**config.mk**
```make
export PLATFORM = sky130hd
export DESIGN_NAME = led_scan_ctrl
export DESIGN_NICKNAME = d
export VERILOG_FILES = /design/src/rtl/led_scan_pkg.sv /design/src/rtl/led_rst_sync.sv /design/src/rtl/led_blink_presc.sv /design/src/rtl/led_mode_decode.sv /design/src/rtl/led_scan_seq.sv /design/src/rtl/led_scan_ctrl.sv
export SDC_FILE = /design/constraint.sdc
export NUM_CORES = 1
export LEC_CHECK = 0
export CELL_PAD_IN_SITES_DETAIL_PLACEMENT = 0
export CELL_PAD_IN_SITES_GLOBAL_PLACEMENT = 1
export CORE_MARGIN = 5
export CORE_UTILIZATION = 48
export CTS_CLUSTER_SIZE = 20
export DETAILED_ROUTE_END_ITERATION = 16
export DONT_BUFFER_PORTS = 1
export MAX_ROUTING_LAYER = met4
export PLACE_DENSITY_LB_ADDON = 0.1
export SYNTH_ARGS = -nofsm -noshare
export SYNTH_HDL_FRONTEND = slang
export SYNTH_HIERARCHICAL = 1
export SYNTH_SLANG_ARGS = --single-unit
```
**constraint.sdc**
```tcl
create_clock -name clk -period 2.1 [get_ports clk]
set_clock_uncertainty 0.15 [all_clocks]
set_input_delay 0.42 -clock clk [delete_from_list [all_inputs] [get_ports clk]]
set_output_delay 0.42 -clock clk [all_outputs]
set_load 0.1 [all_outputs]
```
**src/rtl/led_scan_pkg.sv**
```systemverilog
package led_scan_pkg;
  typedef enum logic [1:0] {
    LED_DARK = 2'b00,
    LED_LIT  = 2'b01,
    LED_SLOW = 2'b10,
    LED_FAST = 2'b11
  } led_mode_e;

  typedef enum logic {
    SEQ_IDLE = 1'b0,
    SEQ_SCAN = 1'b1
  } seq_state_e;
endpackage

```
**src/rtl/led_rst_sync.sv**
```systemverilog
module led_rst_sync (
  input  logic clk,
  input  logic rst_n,
  output logic rst_int_n
);
  logic meta_q;
  logic sync_q;

  always_ff @(posedge clk or negedge rst_n) begin
    if (!rst_n) begin
      meta_q <= 1'b0;
      sync_q <= 1'b0;
    end else begin
      meta_q <= 1'b1;
      sync_q <= meta_q;
    end
  end

  assign rst_int_n = sync_q;
endmodule

```
**src/rtl/led_blink_presc.sv**
```systemverilog
module led_blink_presc #(
  parameter int PRESC_W  = 12,
  parameter int FAST_BIT = 7
) (
  input  logic clk,
  input  logic rst_n,
  output logic fast_ph,
  output logic slow_ph
);
  localparam int SLOW_BIT = FAST_BIT + 3;

  logic [PRESC_W-1:0] cnt_q;
  logic [PRESC_W-1:0] cnt_d;

  always_comb begin
    cnt_d = cnt_q + PRESC_W'(1);
  end

  always_ff @(posedge clk or negedge rst_n) begin
    if (!rst_n) cnt_q <= '0;
    else        cnt_q <= cnt_d;
  end

  assign fast_ph = cnt_q[FAST_BIT];
  assign slow_ph = cnt_q[SLOW_BIT];
endmodule

```
**src/rtl/led_mode_decode.sv**
```systemverilog
module led_mode_decode
  import led_scan_pkg::*;
#(
  parameter int NUM_LEDS = 4
) (
  input  logic [2*NUM_LEDS-1:0] modes,
  input  logic                  fast_ph,
  input  logic                  slow_ph,
  output logic [NUM_LEDS-1:0]   lit
);
  for (genvar g = 0; g < NUM_LEDS; g++) begin : g_led
    led_mode_e mode;
    assign mode = led_mode_e'(modes[2*g +: 2]);
    always_comb begin
      case (mode)
        LED_LIT:  lit[g] = 1'b1;
        LED_SLOW: lit[g] = slow_ph;
        LED_FAST: lit[g] = fast_ph;
        default:  lit[g] = 1'b0;
      endcase
    end
  end
endmodule

```
**src/rtl/led_scan_seq.sv**
```systemverilog
module led_scan_seq
  import led_scan_pkg::*;
#(
  parameter int NUM_LEDS = 4,
  parameter int STEP_LEN = 4,
  localparam int STEP_W  = $clog2(NUM_LEDS + 1),
  localparam int TICK_W  = $clog2(STEP_LEN)
) (
  input  logic              clk,
  input  logic              rst_n,
  input  logic              run_i,
  output logic              active_o,
  output logic              drive_o,
  output logic              sample_o,
  output logic [STEP_W-1:0] step_o
);
  seq_state_e        state_q, state_d;
  logic [STEP_W-1:0] step_q, step_d;
  logic [TICK_W-1:0] tick_q, tick_d;
  logic              last_tick;
  logic              last_step;

  assign last_tick = (tick_q == TICK_W'(STEP_LEN - 1));
  assign last_step = (step_q == STEP_W'(NUM_LEDS));

  always_comb begin
    state_d = state_q;
    step_d  = step_q;
    tick_d  = tick_q;
    case (state_q)
      SEQ_IDLE: begin
        if (run_i) begin
          state_d = SEQ_SCAN;
          step_d  = '0;
          tick_d  = '0;
        end
      end
      default: begin
        if (last_tick) begin
          tick_d = '0;
          if (last_step) begin
            step_d = '0;
            if (!run_i) state_d = SEQ_IDLE;
          end else begin
            step_d = step_q + STEP_W'(1);
          end
        end else begin
          tick_d = tick_q + TICK_W'(1);
        end
      end
    endcase
  end

  always_ff @(posedge clk or negedge rst_n) begin
    if (!rst_n) begin
      state_q <= SEQ_IDLE;
      step_q  <= '0;
      tick_q  <= '0;
    end else begin
      state_q <= state_d;
      step_q  <= step_d;
      tick_q  <= tick_d;
    end
  end

  assign active_o = (state_q == SEQ_SCAN);
  assign drive_o  = active_o && !last_step;
  assign sample_o = active_o && last_step && last_tick;
  assign step_o   = step_q;
endmodule

```
**src/rtl/led_scan_ctrl.sv**
```systemverilog
module led_scan_ctrl #(
  parameter int NUM_CH      = 2,
  parameter int LEDS_PER_CH = 2,
  parameter int STEP_LEN    = 4,
  parameter int PRESC_W     = 12,
  parameter int FAST_BIT    = 7,
  localparam int NUM_LEDS   = NUM_CH * LEDS_PER_CH,
  localparam int MODE_W     = 2 * NUM_LEDS,
  localparam int CFG_W      = MODE_W + 1,
  localparam int RD_W       = MODE_W + 3
) (
  input  logic                clk,
  input  logic                rst_n,
  input  logic                ctl_wr,
  input  logic [CFG_W-1:0]    ctl_wdata,
  output logic [RD_W-1:0]     ctl_rdata,
  input  logic                btn_i,
  output logic [NUM_LEDS-1:0] led_o,
  output logic                led_oe
);
  localparam int STEP_W = $clog2(NUM_LEDS + 1);

  logic              rst_int_n;
  logic [MODE_W-1:0] mode_q, mode_d;
  logic              run_q, run_d;
  logic              btn_q, btn_d;
  logic              fast_ph, slow_ph;
  logic [NUM_LEDS-1:0] lit;
  logic              active, drive, sample;
  logic [STEP_W-1:0] step;

  led_rst_sync u_rst (
    .clk       (clk),
    .rst_n     (rst_n),
    .rst_int_n (rst_int_n)
  );

  led_blink_presc #(
    .PRESC_W  (PRESC_W),
    .FAST_BIT (FAST_BIT)
  ) u_presc (
    .clk     (clk),
    .rst_n   (rst_int_n),
    .fast_ph (fast_ph),
    .slow_ph (slow_ph)
  );

  led_mode_decode #(
    .NUM_LEDS (NUM_LEDS)
  ) u_dec (
    .modes   (mode_q),
    .fast_ph (fast_ph),
    .slow_ph (slow_ph),
    .lit     (lit)
  );

  led_scan_seq #(
    .NUM_LEDS (NUM_LEDS),
    .STEP_LEN (STEP_LEN)
  ) u_seq (
    .clk      (clk),
    .rst_n    (rst_int_n),
    .run_i    (run_q),
    .active_o (active),
    .drive_o  (drive),
    .sample_o (sample),
    .step_o   (step)
  );

  always_comb begin
    mode_d = mode_q;
    run_d  = run_q;
    if (ctl_wr) begin
      mode_d = ctl_wdata[MODE_W-1:0];
      run_d  = ctl_wdata[MODE_W];
    end
    btn_d = sample ? btn_i : btn_q;
  end

  always_ff @(posedge clk or negedge rst_int_n) begin
    if (!rst_int_n) begin
      mode_q <= '0;
      run_q  <= 1'b0;
      btn_q  <= 1'b0;
    end else begin
      mode_q <= mode_d;
      run_q  <= run_d;
      btn_q  <= btn_d;
    end
  end

  for (genvar g = 0; g < NUM_LEDS; g++) begin : g_pin
    assign led_o[g] = drive && (step == STEP_W'(g)) && lit[g];
  end

  assign led_oe    = drive;
  assign ctl_rdata = {btn_q, active, run_q, mode_q};
endmodule

```
[Yosys cells after proc, flatten, opt, wreduce, memory -nomap -nowiden]
Cells that the tools add are included.
Storage, ports and cells
  register bits: 30
  input port bits: 13
  word-level logic and storage cells: 60
Cells by class
  $add $sub $neg: 3
  equality and inequality tests: 18
  multiplexer cells: 15
  reduce and logical (&&, ||, !) cells: 15
Operator list (number)
  equality test 2 bit, second input constant: 9
  adder 12 x 1 -> 12 bit, second input constant: 1
  two-way mux 3 bit: 4
  case mux 1 bit (3 select lines): 4
  logical AND 1 bit: 11
  equality test 2 x 1 -> 1 bit, second input constant: 4
  equality test 3 x 2 -> 1 bit, second input constant: 2
  two-way mux 2 bit: 3
  two-way mux 1 bit: 4
  adder 3 x 1 -> 3 bit, second input constant: 1
  equality test 3 x 1 -> 1 bit, second input constant: 1
  equality test 3 bit, second input constant: 1
  logical NOT 3 bit: 1
  adder 2 x 1 -> 2 bit, second input constant: 1
  != test 2 bit, second input constant: 1
  AND reduction 2 bit: 1
  nonzero test 2 bit: 1
  logical NOT 1 bit: 1

[Depth between registers and ports, before layout]
Gate-level depths: netlist of run 1.
  depth in word-level cells: 5
  mapped depth: 6
  depth with buffers taken out: 6

[Cells and area by module]
The synthesis of run 1 kept the hierarchy.
By module, submodules not included
  led_scan_ctrl: times used 1, cells an instance 32, area an instance 495.5 um^2, sequential area each 250.2 um^2
  led_blink_presc: times used 1, cells an instance 33, area an instance 439.2 um^2, sequential area each 275.3 um^2
  led_scan_seq: times used 1, cells an instance 36, area an instance 340.3 um^2, sequential area each 150.1 um^2
  led_rst_sync: times used 1, cells an instance 3, area an instance 53.8 um^2, sequential area each 50.0 um^2
  led_mode_decode: times used 1, cells an instance 9, area an instance 48.8 um^2, sequential area each 0.0 um^2

[Worst setup path before layout of run 1]
Ideal clock, no wire load.
  kind: register to output
  start point: reg u_seq.step_q[0], in the netlist u_seq/step_o[0]
  end point: out led_o[2]
  data arrival time: 3.484 ns
  data required time: 1.530 ns
  setup slack: -1.954 ns
  cell stages (with the launch flop): 7
  path buffers: 0
  cells stage by stage: dfrtp_1 -> inv_1 -> ha_1 -> nand2_1 -> and2_2 -> nand2b_4 -> nor3_1
On the way
  word-level cells in the longest chain between the ends: 5
RTL lines
  start: declaration: line led_scan_seq.sv:18  | logic [STEP_W-1:0] step_q, step_d;
  start signal: assignment: line led_scan_seq.sv:61  | step_q <= step_d;
  equality test 3 bit: line led_scan_seq.sv:24  | assign last_step = (step_q == STEP_W'(NUM_LEDS));
  logical NOT 1 bit: line led_scan_seq.sv:67  | assign drive_o = active_o && !last_step;
  logical AND 1 bit: line led_scan_seq.sv:67
  via led_oe: line led_scan_ctrl.sv:19  | output logic led_oe
  logical AND 1 bit (2 in series): line led_scan_ctrl.sv:93  | assign led_o[g] = drive && (step == STEP_W'(g)) && lit[g];
  end: declaration: line led_scan_ctrl.sv:18  | output logic [NUM_LEDS-1:0] led_o,
The timed path passes the listed nets, and every way through them passes these cells.

[Final worst setup path of run 1]
  start point: reg u_seq.step_q[0], in the netlist u_seq/step_o[0]
  end point: out led_o[1]
On the way
  word-level cells in the longest chain between the ends: 5
RTL lines (line)
  equality test 3 bit: led_scan_seq.sv:24
  logical NOT 1 bit: led_scan_seq.sv:67
  logical AND 1 bit: led_scan_seq.sv:67
  logical AND 1 bit (*) (2 in series): led_scan_ctrl.sv:93
Every way passes the cells marked *; elsewhere a longest branch is shown, timed or not.

==> metrics.csv, run 1 <==
metric;value;unit
R2R Path Start;u_seq/step_o[0]$_DFFE_PN0P_;
flop-to-flop setup slack;410;ps
Worst-Margin Slew;889;ps
Final Hold Vio Count;0;
post-synthesis net count;130;
final count of pins violating max slew;0;
status;finished, violations left;
Vias per Instance;5.36;
critical path data arrival time;1690;ps
antenna violations before repair;0;
unrepaired setup endpoints after global routing;true;
compound-gate portion of the synthesized area;5.90;%
flops & latches, synth;29;
Placer Congestion;0.814;
worst setup slack after layout;-159;ps
share of cells above drive strength 1;44.1;%
most common cell after layout, fill and taps aside;dfrtp_1;
most frequent cells in the layout;dfrtp_1 (24), buf_4 (21), mux2_4 (9), nand2_1 (8), xnor2_1 (8);
IO Pins;29;
# clock sinks;29;
Post-Syn Area;0.00138;mm^2
Max stage delay on crit path;380;ps
clk_lat worst skew;320;ps
Die Wd;63.6;um
fin crit share;108;%
CP required;1530;ps
minimum clock period;2260;ps
GRT Total Usage;14.2;%
final setup fails;4;
CTS tree;done;
Rel. slew slack;40.7;%
DR iter-0 viols;48;
pre-CTS setup slack;86.8;ps
area share of the largest cell type after synthesis;52.7;%
P&R area growth vs syn;28.5;%
critical path cell sequence;inv_2 > ha_4 > nand2_4 > and2_4 > nand3b_1 > nor3b_4 > buf_12;
warnings from Yosys;6;
pwr/cell area;1210;mW/mm^2
synth unique cells;33;
crit path launch type;flop;
largest net degree at the start of global routing;28;
final routed DRC violation total;0;
RR Endpoint;btn_q$_DFFE_PN0P_;
violated checks;negative setup slack;
most area-hungry cell type in the Yosys netlist;dfrtp_1;
largest family of logic cells by synthesized area;simple AND/OR/NAND/NOR gates;
HP Class;reg -> async;
Post-Synthesis Cells;113;
post-layout net count;159;
post-route insts no fill;174;
die area;0.00404;mm^2
Reg clk slew, reported paths;100;ps
drt pass-1 iters;4;
P_leak;0.817;nW
fmax;443;MHz
GRT Residual Overflow;0;
ant diodes;0;
H-tree depth;2;
WL final;2510;um
TritonCTS Buffers;5;
ANT nets after route;0;
Seq/Total Area, Yosys;52.7;%
IO buf count;0;
Filler cells;220;
slowest cell on the critical path;dfrtp_2;
Post-Place Cells;158;
ranking of synthesized cells by area;dfrtp_1 (53%), mux2_4 (9.8%), xnor2_1 (5.1%);
Routed WL per cell;14.4;um
worst hold slack;74.2;ps
CTS max path bufs;2;
Synth Area in Adders;3.63;%
Die Y;63.6;um
vias in the first global route;949;
post-synthesis simple-gate area fraction;15.8;%
crit end category;output pin;
Setup Crit Path Kind;reg -> out;
syn_area_per_cell;12.2;um^2
worst vdd ir;0.00110;V
root buffer cell;clkbuf_4;
mux cell area share after synthesis;11.4;%
DP Wirelength;1820;um
row count;19;
Reg2Reg Depth;7;
# Max-Cap Violations;0;
vias;932;
final core area utilization;64.2;%
first-pass GRT wire length;4290;um
post-synthesis xor/xnor area fraction;5.72;%
core footprint;0.00276;mm^2
Initial Util;50.0;%
crit path max fanout;3;
[synth_stat cells, drive strengths merged]
cell / number
a21o: 1
a21oi: 4
a22o: 1
a31oi: 4
and2: 1
and3: 2
and4: 1
buf: 5
conb: 1
dfrtp: 29
ha: 4
inv: 5
mux2: 10
mux2i: 1
nand2: 9
nand2b: 2
nand3: 7
nand3b: 1
nand4: 4
nand4b: 1
nor2: 4
nor3: 1
nor3b: 1
nor4b: 1
o21ai: 4
xnor2: 8
xor2: 1
[kinds of logic (layout without fill, tap and decap cells)]
group                    count (synthesis)  in the layout
AO/OA/AOI/OAI                           14             14
XOR/XNOR                                 9              9
flip-flops                              29             29
AND/OR/NAND/NOR                         35             35
other                                    1              1
multiplexers                            11             11
adder cells (fa/ha/maj)                  4              4
buffers and inverters                   10             40
[layout make-up]
type                            instances  area [um^2]  area share (%)
Sequential cell                        29          732            41.3
Multi-Input combinational cell         74          643            36.3
Timing Repair Buffer                   27          268            15.1
Clock buffer                            7         65.1            3.67
Tap cell                               31         38.8            2.19
Inverter                                5         18.8            1.06
Clock inverter                          1         5.00           0.283
[how the worst max path moves through the flow]
stage                                startpoint  endpoint  cells past startpoint
global route        u_seq/step_o[0]$_DFFE_PN0P_  led_o[3]                      8
floorplan           u_seq/step_o[1]$_DFFE_PN0P_  led_o[0]                      6
detailed placement  u_seq/step_o[1]$_DFFE_PN0P_  led_o[1]                      7
CTS                 u_seq/step_o[0]$_DFFE_PN0P_  led_o[1]                      7
global placement    u_seq/step_o[1]$_DFFE_PN0P_  led_o[1]                      7
finish              u_seq/step_o[0]$_DFFE_PN0P_  led_o[1]                      7
[critical path, delay by kind of cell (launching register included)]
family                   cells  cell delay (ps)
AND/OR/NAND/NOR              4              580
buffers and inverters        2              240
adder cells (fa/ha/maj)      1              160
flip-flops                   1              380
[repair_timing]
item | in CTS | in global routing
resized for setup | 0 | 4
pin swaps | 3 | 1
setup endpoints to repair | 4 | 5
buffers inserted | 4 | 4
hold buffers | 1 | 0
hold endpoints to repair | 2 | 0
[state kept, by name, indices dropped and copies added, names as in the netlist]
| name | count |
|---|---|
| u_presc/cnt_q | 11 |
| u_rst/rst_int_n | 1 |
| run_q | 1 |
| btn_q | 1 |
| u_seq/step_o | 3 |
| u_seq/tick_q | 2 |
| u_seq/active_o | 1 |
| u_rst/meta_q | 1 |
| mode_q | 8 |
[per-layer routing]
| metal | GRT usage (%) | routed length (um) | part of all wire, % |
|---|---|---|---|
| met1 | 16.5 | 1140 | 45 |
| met2 | 21.1 | 1140 | 45 |
| met3 | 5.86 | 193 | 7.7 |
| met4 | 7.01 | 38 | 1.5 |
| met5 | - | 0 | 0 |
[per-stage QoR]
stage / power (mW) / cell area, um^2 / TNS (ps)
6_report: 2.13 / 1770 / -518
4_1_cts: 2.11 / 1730 / -528
3_5_place_dp: 1.68 / 1620 / 0
3_3_place_gp: 1.66 / 1620 / 0
5_1_grt: 2.26 / 1770 / -875
2_1_floorplan: 1.48 / 1440 / -2250
[power by group]
part	switching, mW	total, mW	internal, mW
clock network	0.182	0.376	0.194
logic	0.599	1.00	0.403
registers	0.121	0.757	0.636
total	0.902	2.13	1.23
No activity file was read; power rests on OpenSTA's default activity.
==> run 2, diff against run 1 <==
--- a/config.mk
+++ b/config.mk
@@ -9,7 +9,6 @@
 export CELL_PAD_IN_SITES_GLOBAL_PLACEMENT = 1
 export CORE_MARGIN = 5
 export CORE_UTILIZATION = 48
-export CTS_CLUSTER_SIZE = 20
 export DETAILED_ROUTE_END_ITERATION = 16
 export DONT_BUFFER_PORTS = 1
 export MAX_ROUTING_LAYER = met4
==> results of run 2 <==
Final layout, timing and power as in run 1 (identical DEF).
==> run 3, diff against run 2 <==
--- a/config.mk
+++ b/config.mk
@@ -8,7 +8,7 @@
 export CELL_PAD_IN_SITES_DETAIL_PLACEMENT = 0
 export CELL_PAD_IN_SITES_GLOBAL_PLACEMENT = 1
 export CORE_MARGIN = 5
-export CORE_UTILIZATION = 48
+export CORE_UTILIZATION = 40
 export DETAILED_ROUTE_END_ITERATION = 16
 export DONT_BUFFER_PORTS = 1
 export MAX_ROUTING_LAYER = met4
==> constraint.sdc (replaced) <==
create_clock -name clk -period 2.6 [get_ports clk]
set_clock_uncertainty 0.15 [all_clocks]
set_input_delay 0.52 -clock clk [delete_from_list [all_inputs] [get_ports clk]]
set_output_delay 0.52 -clock clk [all_outputs]
set_load 0.1 [all_outputs]
==> metrics.csv, run 3 (same netlist as run 1, synthesis figures left out) <==
metric;value;unit
final core area utilization;51.2;%
pre-CTS setup slack;344;ps
FF+latch area;729;um^2
GRT Residual Overflow;0;
Post-DP Area;0.00162;mm^2
vias;889;
share of cells above drive strength 1;39.3;%
Setup Crit Path Kind;reg -> out;
drt pass-1 iters;3;
IO Pins;29;
most common cell after layout, fill and taps aside;dfrtp_1;
Filler cells;303;
critical path data arrival time;1800;ps
fmax;405;MHz
CP required;1930;ps
slowest cell on the critical path;dfrtp_2;
Die Y;68.7;um
ant diodes;0;
crit path max fanout;3;
Die Wd;68.7;um
row count;21;
ANT nets after route;0;
unrepaired setup endpoints after global routing;false;
max reg flops;11;
Initial Util;41.3;%
largest net degree at the start of global routing;28;
crit end category;output pin;
P_leak;0.774;nW
worst setup slack after layout;128;ps
final count of pins violating max slew;0;
# clock sinks;29;
pwr/cell area;955;mW/mm^2
DP Wirelength;1900;um
post-CTS sizing;0;
root buffer cell;clkbuf_4;
final routed DRC violation total;0;
Finished Cell Area;0.00171;mm^2
minimum clock period;2470;ps
worst vdd ir;0.000344;V
clk_lat worst skew;330;ps
Vias per Instance;4.91;
Reg clk slew, reported paths;110;ps
GRT Total Usage;13.7;%
critical path cell sequence;inv_2 > ha_4 > nand2_4 > and2_4 > nand3b_1 > nor3b_4 > buf_12;
antenna violations before repair;0;
die area;0.00472;mm^2
DR iter-0 viols;51;
multi-input logic area;643;um^2
post-route insts no fill;181;
WL final;2610;um
status;complete, no violations;
IO buf count;0;
H-tree depth;2;
crit path launch type;flop;
worst hold slack;91.9;ps
crit path buf inv count;2;
Post-Place Cells;170;
post-layout net count;151;
P&R area growth vs syn;24.1;%
core footprint;0.00334;mm^2
Max stage delay on crit path;380;ps
CTS max path bufs;2;
HP Class;reg -> async;
Largest Register;u_presc/cnt_q;
fin crit share;95.1;%
Top Family by Delay on Critical Path;simple AND/OR/NAND/NOR gates;
# Max-Cap Violations;0;
Placer Congestion;0.736;
vias in the first global route;960;
final setup fails;0;
most frequent cells in the layout;dfrtp_1 (26), buf_4 (14), mux2_4 (9), nand2_1 (8), xnor2_1 (8);
CTS tree;done;
TritonCTS Buffers;5;
Rel. slew slack;40.7;%
Final Hold Vio Count;0;
Routed WL per cell;14.4;um
Worst-Margin Slew;889;ps
first-pass GRT wire length;4480;um
[run 3: changes by cell type in the layout (fill, tap and decap cells not counted)]
cell	before	now
clkinv_4	0	1
dfrtp_2	5	3
buf_4	21	14
clkbuf_8	2	1
dfrtp_1	24	26
buf_12	5	4
[run 3: power by group]
| part | internal (mW) | leakage, nW | total [mW] | switching, mW |
|---|---|---|---|---|
| sequential | 0.513 | 0.353 | 0.617 | 0.104 |
| combinational | 0.255 | 0.382 | 0.714 | 0.459 |
| clock | 0.132 | 0.0382 | 0.301 | 0.170 |
| total | 0.900 | 0.774 | 1.63 | 0.733 |
[run 3: timing repair]
item / CTS / global route
buffers inserted: 2 / 0
endpoints found under the setup margin: 1 / 0
hold buffers: 1 / 0
endpoints found under the hold margin: 2 / 0
[run 3: layout make-up]
type	instances	share of cell area, %
multi-input combinational	74	37.6
timing repair buffer	19	11.4
sequential	29	42.7
tap	46	3.37
clock buffer	6	3.00
clock inverter	2	0.805
inverter	5	1.10
[run 3: metrics by stage]
stage	setup TNS (ps)	power [mW]
after floorplan	-752	1.19
after global placement	0	1.31
after detailed placement	0	1.32
after CTS	0	1.65
after global routing	0	1.73
final	0	1.63
[run 3: final timing paths]
check                                                 start                          end  slack, ps  cells past startpoint
worst max register to register     u_seq/active_o$_DFF_PN0_            btn_q$_DFFE_PN0P_       1030                      4
worst min register to register    u_rst/rst_int_n$_DFF_PN0_  u_seq/tick_q[1]$_DFFE_PN0P_         90                      1
worst min-delay path              u_rst/rst_int_n$_DFF_PN0_  u_seq/tick_q[1]$_DFFE_PN0P_         90                      1
max in group asynchronous         u_rst/rst_int_n$_DFF_PN0_        mode_q[1]$_DFFE_PN0P_       1920                      1
min in group clk                               ctl_wdata[8]            run_q$_DFFE_PN0P_        170                      1
worst max-delay path            u_seq/step_o[1]$_DFFE_PN0P_                     led_o[1]        130                      7
[run 3: worst reg2reg max path, cell delays in order (launching register included)]
cell and delay (ps):
dfrtp_1 370, buf_4 360, nand2_1 90, nor2_1 150, mux2_2 350
[run 3: routing by layer]
layer  routed length (um)  track usage, %  part of all wire, %
met5                    0               -                    0
met4                   66            7.44                  2.5
met3                  157            4.38                  6.0
met2                 1200            21.1                   46
met1                 1190            15.7                   46
